`src/rtl/pic_pkg.sv`:
```
package pic_pkg;
  parameter int STAGE_LINES = 8;
  parameter int IDX_W       = $clog2(STAGE_LINES);
  parameter int VEC_W       = 8;
  parameter int BASE_W      = VEC_W - IDX_W;
  parameter int CASC_LINE   = 2;
  parameter int ALL_LINES   = 2 * STAGE_LINES;

  typedef enum logic [1:0] {
    SEL_PRI_BASE = 2'd0,
    SEL_SEC_BASE = 2'd1,
    SEL_PRI_EOI  = 2'd2,
    SEL_SEC_EOI  = 2'd3
  } regSel_t;

  typedef struct packed {
    logic ackSet;
    logic eoi;
    logic baseWr;
  } stageStrobe_t;
endpackage

```
`src/rtl/pic_stage_dp.sv`:
```
module pic_stage_dp
  import pic_pkg::*;
#(
  parameter int LINES    = STAGE_LINES,
  parameter int IW       = $clog2(LINES),
  parameter int BW       = BASE_W,
  parameter bit CASCADED = 1'b0,
  parameter int CPOS     = CASC_LINE,
  parameter logic [BW-1:0] BASE_RST = '0
) (
  input  logic             clk,
  input  logic             rstN,
  input  logic [LINES-1:0] reqIn,
  input  logic             cascIn,
  input  stageStrobe_t     strb,
  input  logic [BW-1:0]    baseData,
  output logic             intOut,
  output logic [IW-1:0]    winIdx,
  output logic [BW-1:0]    base
);
  localparam logic [LINES-1:0] ONE = {{(LINES-1){1'b0}}, 1'b1};

  logic [LINES-1:0] irr, reqEff, isr, isrNext;
  logic [IW-1:0]    isrTop;
  logic             reqAny, isrAny;

  function automatic logic [IW-1:0] lowIdx(input logic [LINES-1:0] v);
    lowIdx = '0;
    for (int i = LINES - 1; i >= 0; i--)
      if (v[i]) lowIdx = i[IW-1:0];
  endfunction

  generate
    if (CASCADED) begin : g_casc
      localparam logic [LINES-1:0] CMASK = ONE << CPOS;
      always_ff @(posedge clk) begin
        if (!rstN) irr <= '0;
        else       irr <= reqIn & ~CMASK;
      end
      assign reqEff = irr | (cascIn ? CMASK : '0);
    end else begin : g_plain
      wire unusedCasc = cascIn;
      always_ff @(posedge clk) begin
        if (!rstN) irr <= '0;
        else       irr <= reqIn;
      end
      assign reqEff = irr;
    end
  endgenerate

  assign reqAny = |reqEff;
  assign isrAny = |isr;
  assign winIdx = lowIdx(reqEff);
  assign isrTop = lowIdx(isr);
  assign intOut = reqAny && (!isrAny || (winIdx < isrTop));

  always_comb begin
    isrNext = isr;
    if (strb.eoi && isrAny) isrNext[isrTop] = 1'b0;
    if (strb.ackSet)        isrNext[winIdx] = 1'b1;
  end

  always_ff @(posedge clk) begin
    if (!rstN) begin
      isr  <= '0;
      base <= BASE_RST;
    end else begin
      isr <= isrNext;
      if (strb.baseWr) base <= baseData;
    end
  end

  // in-service bits appear only through an acknowledge strobe
  a_r6_isr_only_on_ack: assert property (@(posedge clk) disable iff (!rstN)
    !strb.ackSet |=> ((isr & ~$past(isr)) == '0));
  // control acknowledges this stage only while it is requesting
  a_r8_ack_needs_int: assert property (@(posedge clk) disable iff (!rstN)
    strb.ackSet |-> intOut);
  // a lone EOI removes exactly one in-service bit
  a_r7_eoi_clears_one: assert property (@(posedge clk) disable iff (!rstN)
    (strb.eoi && !strb.ackSet && isrAny) |=>
      ($countones(isr) == $countones($past(isr)) - 1));
endmodule

```
`src/rtl/pic_ctrl.sv`:
```
module pic_ctrl
  import pic_pkg::*;
(
  input  logic               clk,
  input  logic               rstN,
  input  logic               intAck,
  input  logic               regWe,
  input  logic [1:0]         regAddr,
  input  logic [VEC_W-1:0]   regWdata,
  input  logic               priInt,
  input  logic [IDX_W-1:0]   priWin,
  input  logic [IDX_W-1:0]   secWin,
  input  logic [BASE_W-1:0]  priBase,
  input  logic [BASE_W-1:0]  secBase,
  output stageStrobe_t       priStrb,
  output stageStrobe_t       secStrb,
  output logic [BASE_W-1:0]  baseData,
  output logic [VEC_W-1:0]   vecOut,
  output logic               vecValid
);
  localparam logic [IDX_W-1:0] CIDX = IDX_W'(CASC_LINE);

  logic    ackOk, viaSec;
  regSel_t sel;
  wire     unusedLow = ^regWdata[IDX_W-1:0];

  assign sel      = regSel_t'(regAddr);
  assign ackOk    = intAck && priInt;
  assign viaSec   = (priWin == CIDX);
  assign baseData = regWdata[VEC_W-1:IDX_W];

  always_comb begin
    priStrb.ackSet = ackOk;
    secStrb.ackSet = ackOk && viaSec;
    priStrb.eoi    = regWe && (sel == SEL_PRI_EOI);
    secStrb.eoi    = regWe && (sel == SEL_SEC_EOI);
    priStrb.baseWr = regWe && (sel == SEL_PRI_BASE);
    secStrb.baseWr = regWe && (sel == SEL_SEC_BASE);
  end

  always_ff @(posedge clk) begin
    if (!rstN) begin
      vecOut   <= '0;
      vecValid <= 1'b0;
    end else begin
      vecValid <= ackOk;
      if (ackOk) vecOut <= viaSec ? {secBase, secWin} : {priBase, priWin};
    end
  end

  // a vector is presented only after an acknowledge edge
  a_r4_vec_after_ack: assert property (@(posedge clk) disable iff (!rstN)
    vecValid |-> $past(intAck));
  // with single-cycle acknowledge pulses the vector lasts one cycle
  a_r4_vec_one_cycle: assert property (@(posedge clk) disable iff (!rstN)
    (vecValid && !intAck) |=> !vecValid);
endmodule

```
`src/rtl/irq_cascade_ctrl.sv`:
```
module irq_cascade_ctrl
  import pic_pkg::*;
(
  input  logic                 clk,
  input  logic                 rstN,
  input  logic [ALL_LINES-1:0] irqLines,
  input  logic                 intAck,
  input  logic                 regWe,
  input  logic [1:0]           regAddr,
  input  logic [VEC_W-1:0]     regWdata,
  output logic                 cpuIrq,
  output logic [VEC_W-1:0]     vecOut,
  output logic                 vecValid
);
  stageStrobe_t        priStrb, secStrb;
  logic [BASE_W-1:0]   baseData, priBase, secBase;
  logic [IDX_W-1:0]    priWin, secWin;
  logic                priInt, secInt;

  pic_stage_dp #(.CASCADED(1'b1), .BASE_RST(BASE_W'(1))) i_pri (
    .clk(clk), .rstN(rstN), .reqIn(irqLines[STAGE_LINES-1:0]), .cascIn(secInt),
    .strb(priStrb), .baseData(baseData), .intOut(priInt), .winIdx(priWin),
    .base(priBase));

  pic_stage_dp #(.CASCADED(1'b0), .BASE_RST(BASE_W'(14))) i_sec (
    .clk(clk), .rstN(rstN), .reqIn(irqLines[ALL_LINES-1:STAGE_LINES]),
    .cascIn(1'b0), .strb(secStrb), .baseData(baseData), .intOut(secInt),
    .winIdx(secWin), .base(secBase));

  pic_ctrl i_ctrl (
    .clk(clk), .rstN(rstN), .intAck(intAck), .regWe(regWe), .regAddr(regAddr),
    .regWdata(regWdata), .priInt(priInt), .priWin(priWin), .secWin(secWin),
    .priBase(priBase), .secBase(secBase), .priStrb(priStrb), .secStrb(secStrb),
    .baseData(baseData), .vecOut(vecOut), .vecValid(vecValid));

  assign cpuIrq = priInt;

  // the processor line is never raised in the cycle after reset releases
  a_r2_quiet_after_reset: assert property (@(posedge clk)
    !rstN |=> !cpuIrq);
endmodule

```
`config.mk`:
```
export PLATFORM = sky130hd
export DESIGN_NAME = irq_cascade_ctrl
export DESIGN_NICKNAME = d
export VERILOG_FILES = /design/src/rtl/pic_pkg.sv /design/src/rtl/pic_stage_dp.sv /design/src/rtl/pic_ctrl.sv /design/src/rtl/irq_cascade_ctrl.sv
export SDC_FILE = /design/constraint.sdc
export NUM_CORES = 1
export LEC_CHECK = 0
export ABC_AREA = 1
export BUFFER_PORTS_ARGS = -buffer_cell sky130_fd_sc_hd__buf_2
export CAP_MARGIN = 10
export CORE_MARGIN = 8
export CORE_UTILIZATION = 48
export CTS_CLUSTER_DIAMETER = 60
export CTS_CLUSTER_SIZE = 24
export DETAILED_ROUTE_END_ITERATION = 12
export PLACE_DENSITY = 0.7
export SYNTH_ARGS = -nofsm -noshare
export SYNTH_HDL_FRONTEND = slang
export SYNTH_SLANG_ARGS = --single-unit
```
`constraint.sdc`:
```
create_clock -name clk -period 6.09 [get_ports clk]
set_input_delay 0.609 -clock clk [delete_from_list [all_inputs] [get_ports clk]]
set_output_delay 0.609 -clock clk [all_outputs]
set_load 0.03 [all_outputs]
```
==> flow_metrics.tcl <==
set metrics [dict create \
    slew_headroom_pct 45.96 \
    reg2reg_from "i_sec.irr[5]" \
    cp_max_fo 9 \
    clkTransAtPathRegs_ns 0.09 \
    yosys_warnings 0 \
    dpl_cell_area_mm2 0.002740 \
    io_pins 40 \
    yosysMostFrequentCell "inv_1" \
    final_nets 441 \
    max_freq_mhz 261.1 \
    drt_iter0_markers 176 \
    numCtsBuffers 5 \
    hold_buffers 0 \
    num_antenna_cells 0 \
    synth_common_cells "inv_1, nand2_1, nor2_1" \
    grt-busiest-layer "met2" \
    cts_tree "yes" \
    rr_worst_depth 20 \
    area_growth_pct 13.48 \
    fp.dieW_um 88.39 \
    cap_violations 0 \
    grt_max_degree 32 \
    htreeDepth 2 \
    gp_congestion 0.8863 \
    final_area_mm2 0.002854 \
    rr_endpoint "i_pri.isr[3]" \
    routed_wirelength_um 5296 \
    arrival_ns 3.22 \
    gr-usage-met2_pct 24.03 \
    tns_ns 0 \
    yosysTopAreaCell "dfxtp_1" \
    layout_worst_path_cycle_share_pct 62.90 \
    drive_above_1_share_pct 14.95 \
    grtUsageMet1_pct 19.56 \
    leakage_nw 1.432 \
    wl_per_cell_um 11.08 \
    ant_nets 0 \
    fp.dieH_um 88.39 \
    synth.top_cells.by_area "dfxtp_1, inv_1, nand2_1" \
    cp-startpoint "i_sec.irr[5]" \
    min_path_type "reg -> reg" \
    syn_nets 407 \
    ir_worst_vdd_mv 0.1674 \
    synth.top_cell.area_share_pct 39.80 \
    clock_latency_ns 0.30 \
    postCtsSetupBuffers 0 \
    outcome "completed" \
    finalHoldViolations 0 \
    root_buffer "clkbuf_8" \
    synthCells 373 \
    power.total_mw 0.8085 \
    clock_path_buffers 2 \
    synth_area_mm2 0.002515 \
    path_class "reg -> out" \
    ys.flop_type "dfxtp_1" \
    syn_avg_cell_area_um2 6.742 \
    ff2ff_setup_slack_ns 2.93 \
    initial_core_util_pct 49.56 \
    rsz0062_at_grt "false" \
    num_rows 26 \
    dieArea_mm2 0.007812 \
    critical_path.endpoint_type "output pin" \
    core_area_mm2 0.005075 \
    startpoint_type "flop" \
    ys_ff_latch 50 \
    cp-endpoint "cpuIrq" \
    fin_cells 478 \
    place_hpwl_um 4078 \
    drc_errors 0 \
    synth-edff-count 0 \
    met3_usage_pct 2.878 \
    required_ns 5.48 \
    vias_per_cell 4.715 \
    skew_ns 0.006564 \
    dp_cells 470 \
    numClockSinks 50 \
    port_buffers 35 \
    async_flop_share_pct 0 \
    grt_antenna_before_repair 0 \
    ys_seq_area_share_pct 39.80 \
    yosysUniqueCellTypes 30 \
    post_cts_resized 0 \
    grt_pass1_wl_um 9411 \
    final-setup-viol-count 0 \
    dr.pass1.iters 4 \
    grt_pass1_vias 2126 \
    period_needed_ns 3.830 \
    via_count 2254 \
    worst_pin_slew_ns 0.8045 \
    grt-ovfl-total 0 \
    slew_violations 0 \
    grt_usage_pct 14.94 \
    pwr_density_cell_mw_per_mm2 283.3 \
]
worst min path at each step:
stage | endpoint | startpoint | cells past startpoint
final | i_sec.base[4] | i_sec.base[4] | 2
after global routing | i_pri.irr[3] | irqLines[3] | 3
after CTS | i_sec.base[4] | i_sec.base[4] | 2
after detailed placement | i_pri.base[0] | i_pri.base[0] | 2
after global placement | i_pri.base[0] | i_pri.base[0] | 2
after floorplan | i_pri.base[0] | i_pri.base[0] | 2
layout make-up:
class / count / area (um^2)
Timing Repair Buffer: 35 / 175.2
Fill cell: 519 / 2221
Tap cell: 70 / 87.58
Inverter: 73 / 274.0
Clock inverter: 3 / 45.04
Clock buffer: 5 / 68.82
Multi-Input combinational cell: 242 / 1202
Sequential cell: 50 / 1001
flip-flops by register name, indices dropped and copies added, names as in the netlist:
register and count:
i_ctrl.vecOut 8, i_pri.isr 8, i_sec.irr 8, i_sec.isr 8, i_pri.irr 7, i_pri.base 5, i_sec.base 5, i_ctrl.vecValid 1
critical path, stage by stage, from the launching register on:
cell and delay [ns]:
dfxtp_1 0.32, nor2_1 0.18, o21ai_0 0.15, a21oi_1 0.27
ha_1 0.28, nand2_1 0.07, inv_1 0.03, nand2_1 0.05
nand2_1 0.04, nand2_1 0.06, nand2_2 0.07, nand2_1 0.11
nor2_4 0.07, ha_1 0.34, a21oi_1 0.21, nand2_2 0.12
a21boi_4 0.28, buf_2 0.26
through the flow:
stage | hold slack, ns | utilization, % | setup slack, ns
2_1_floorplan | 0.4292 | - | 3.060
3_3_place_gp | 0.4395 | 53.99 | 2.667
3_5_place_dp | 0.4481 | 53.99 | 2.594
4_1_cts | 0.4632 | 56.24 | 2.247
5_1_grt | 0.4634 | 56.24 | 1.922
6_report | 0.4608 | 56.24 | 2.260
report_power, final:
part | internal, mW | switching [mW]
registers | 0.349 | 0.0116
logic | 0.0668 | 0.149
clock network | 0.122 | 0.109
total | 0.538 | 0.271
layout by cell type, fill, tap and decap left out, types with 2 or more instances in the layout:
cell type   instances
a31oi_1             2
buf_2              35
o21ai_1            12
a21oi_1            20
nand3_1            25
clkbuf_8            5
nor4_1              2
nor2_4              2
nand2_1            70
o211ai_1            3
clkinvlp_4          2
nand2_2             7
ha_1                4
o21ai_0            16
o31ai_1             4
nand2_4             2
inv_1              72
dfxtp_1            50
nor2_1             54
nor3_1              7
nand4_1             3
cell families after synthesis:
family	share of synthesized area, %
AND/OR/NAND/NOR	31.34
AO/OA/AOI/OAI	14.48
buffers and inverters	12.39
flip-flops	39.80
adder cells (fa/ha/maj)	1.990
layer usage:
| layer | share of wire [%] | vias to the layer above | wire [um] |
|---|---|---|---|
| met4 | 1.3 | 0 | 70 |
| met2 | 46 | 48 | 2418 |
| met3 | 4.5 | 6 | 236 |
| li1 | - | 1247 | - |
| met5 | 0 | - | 0 |
| met1 | 49 | 953 | 2571 |
Note: power is estimated with default switching activity, not from simulation.
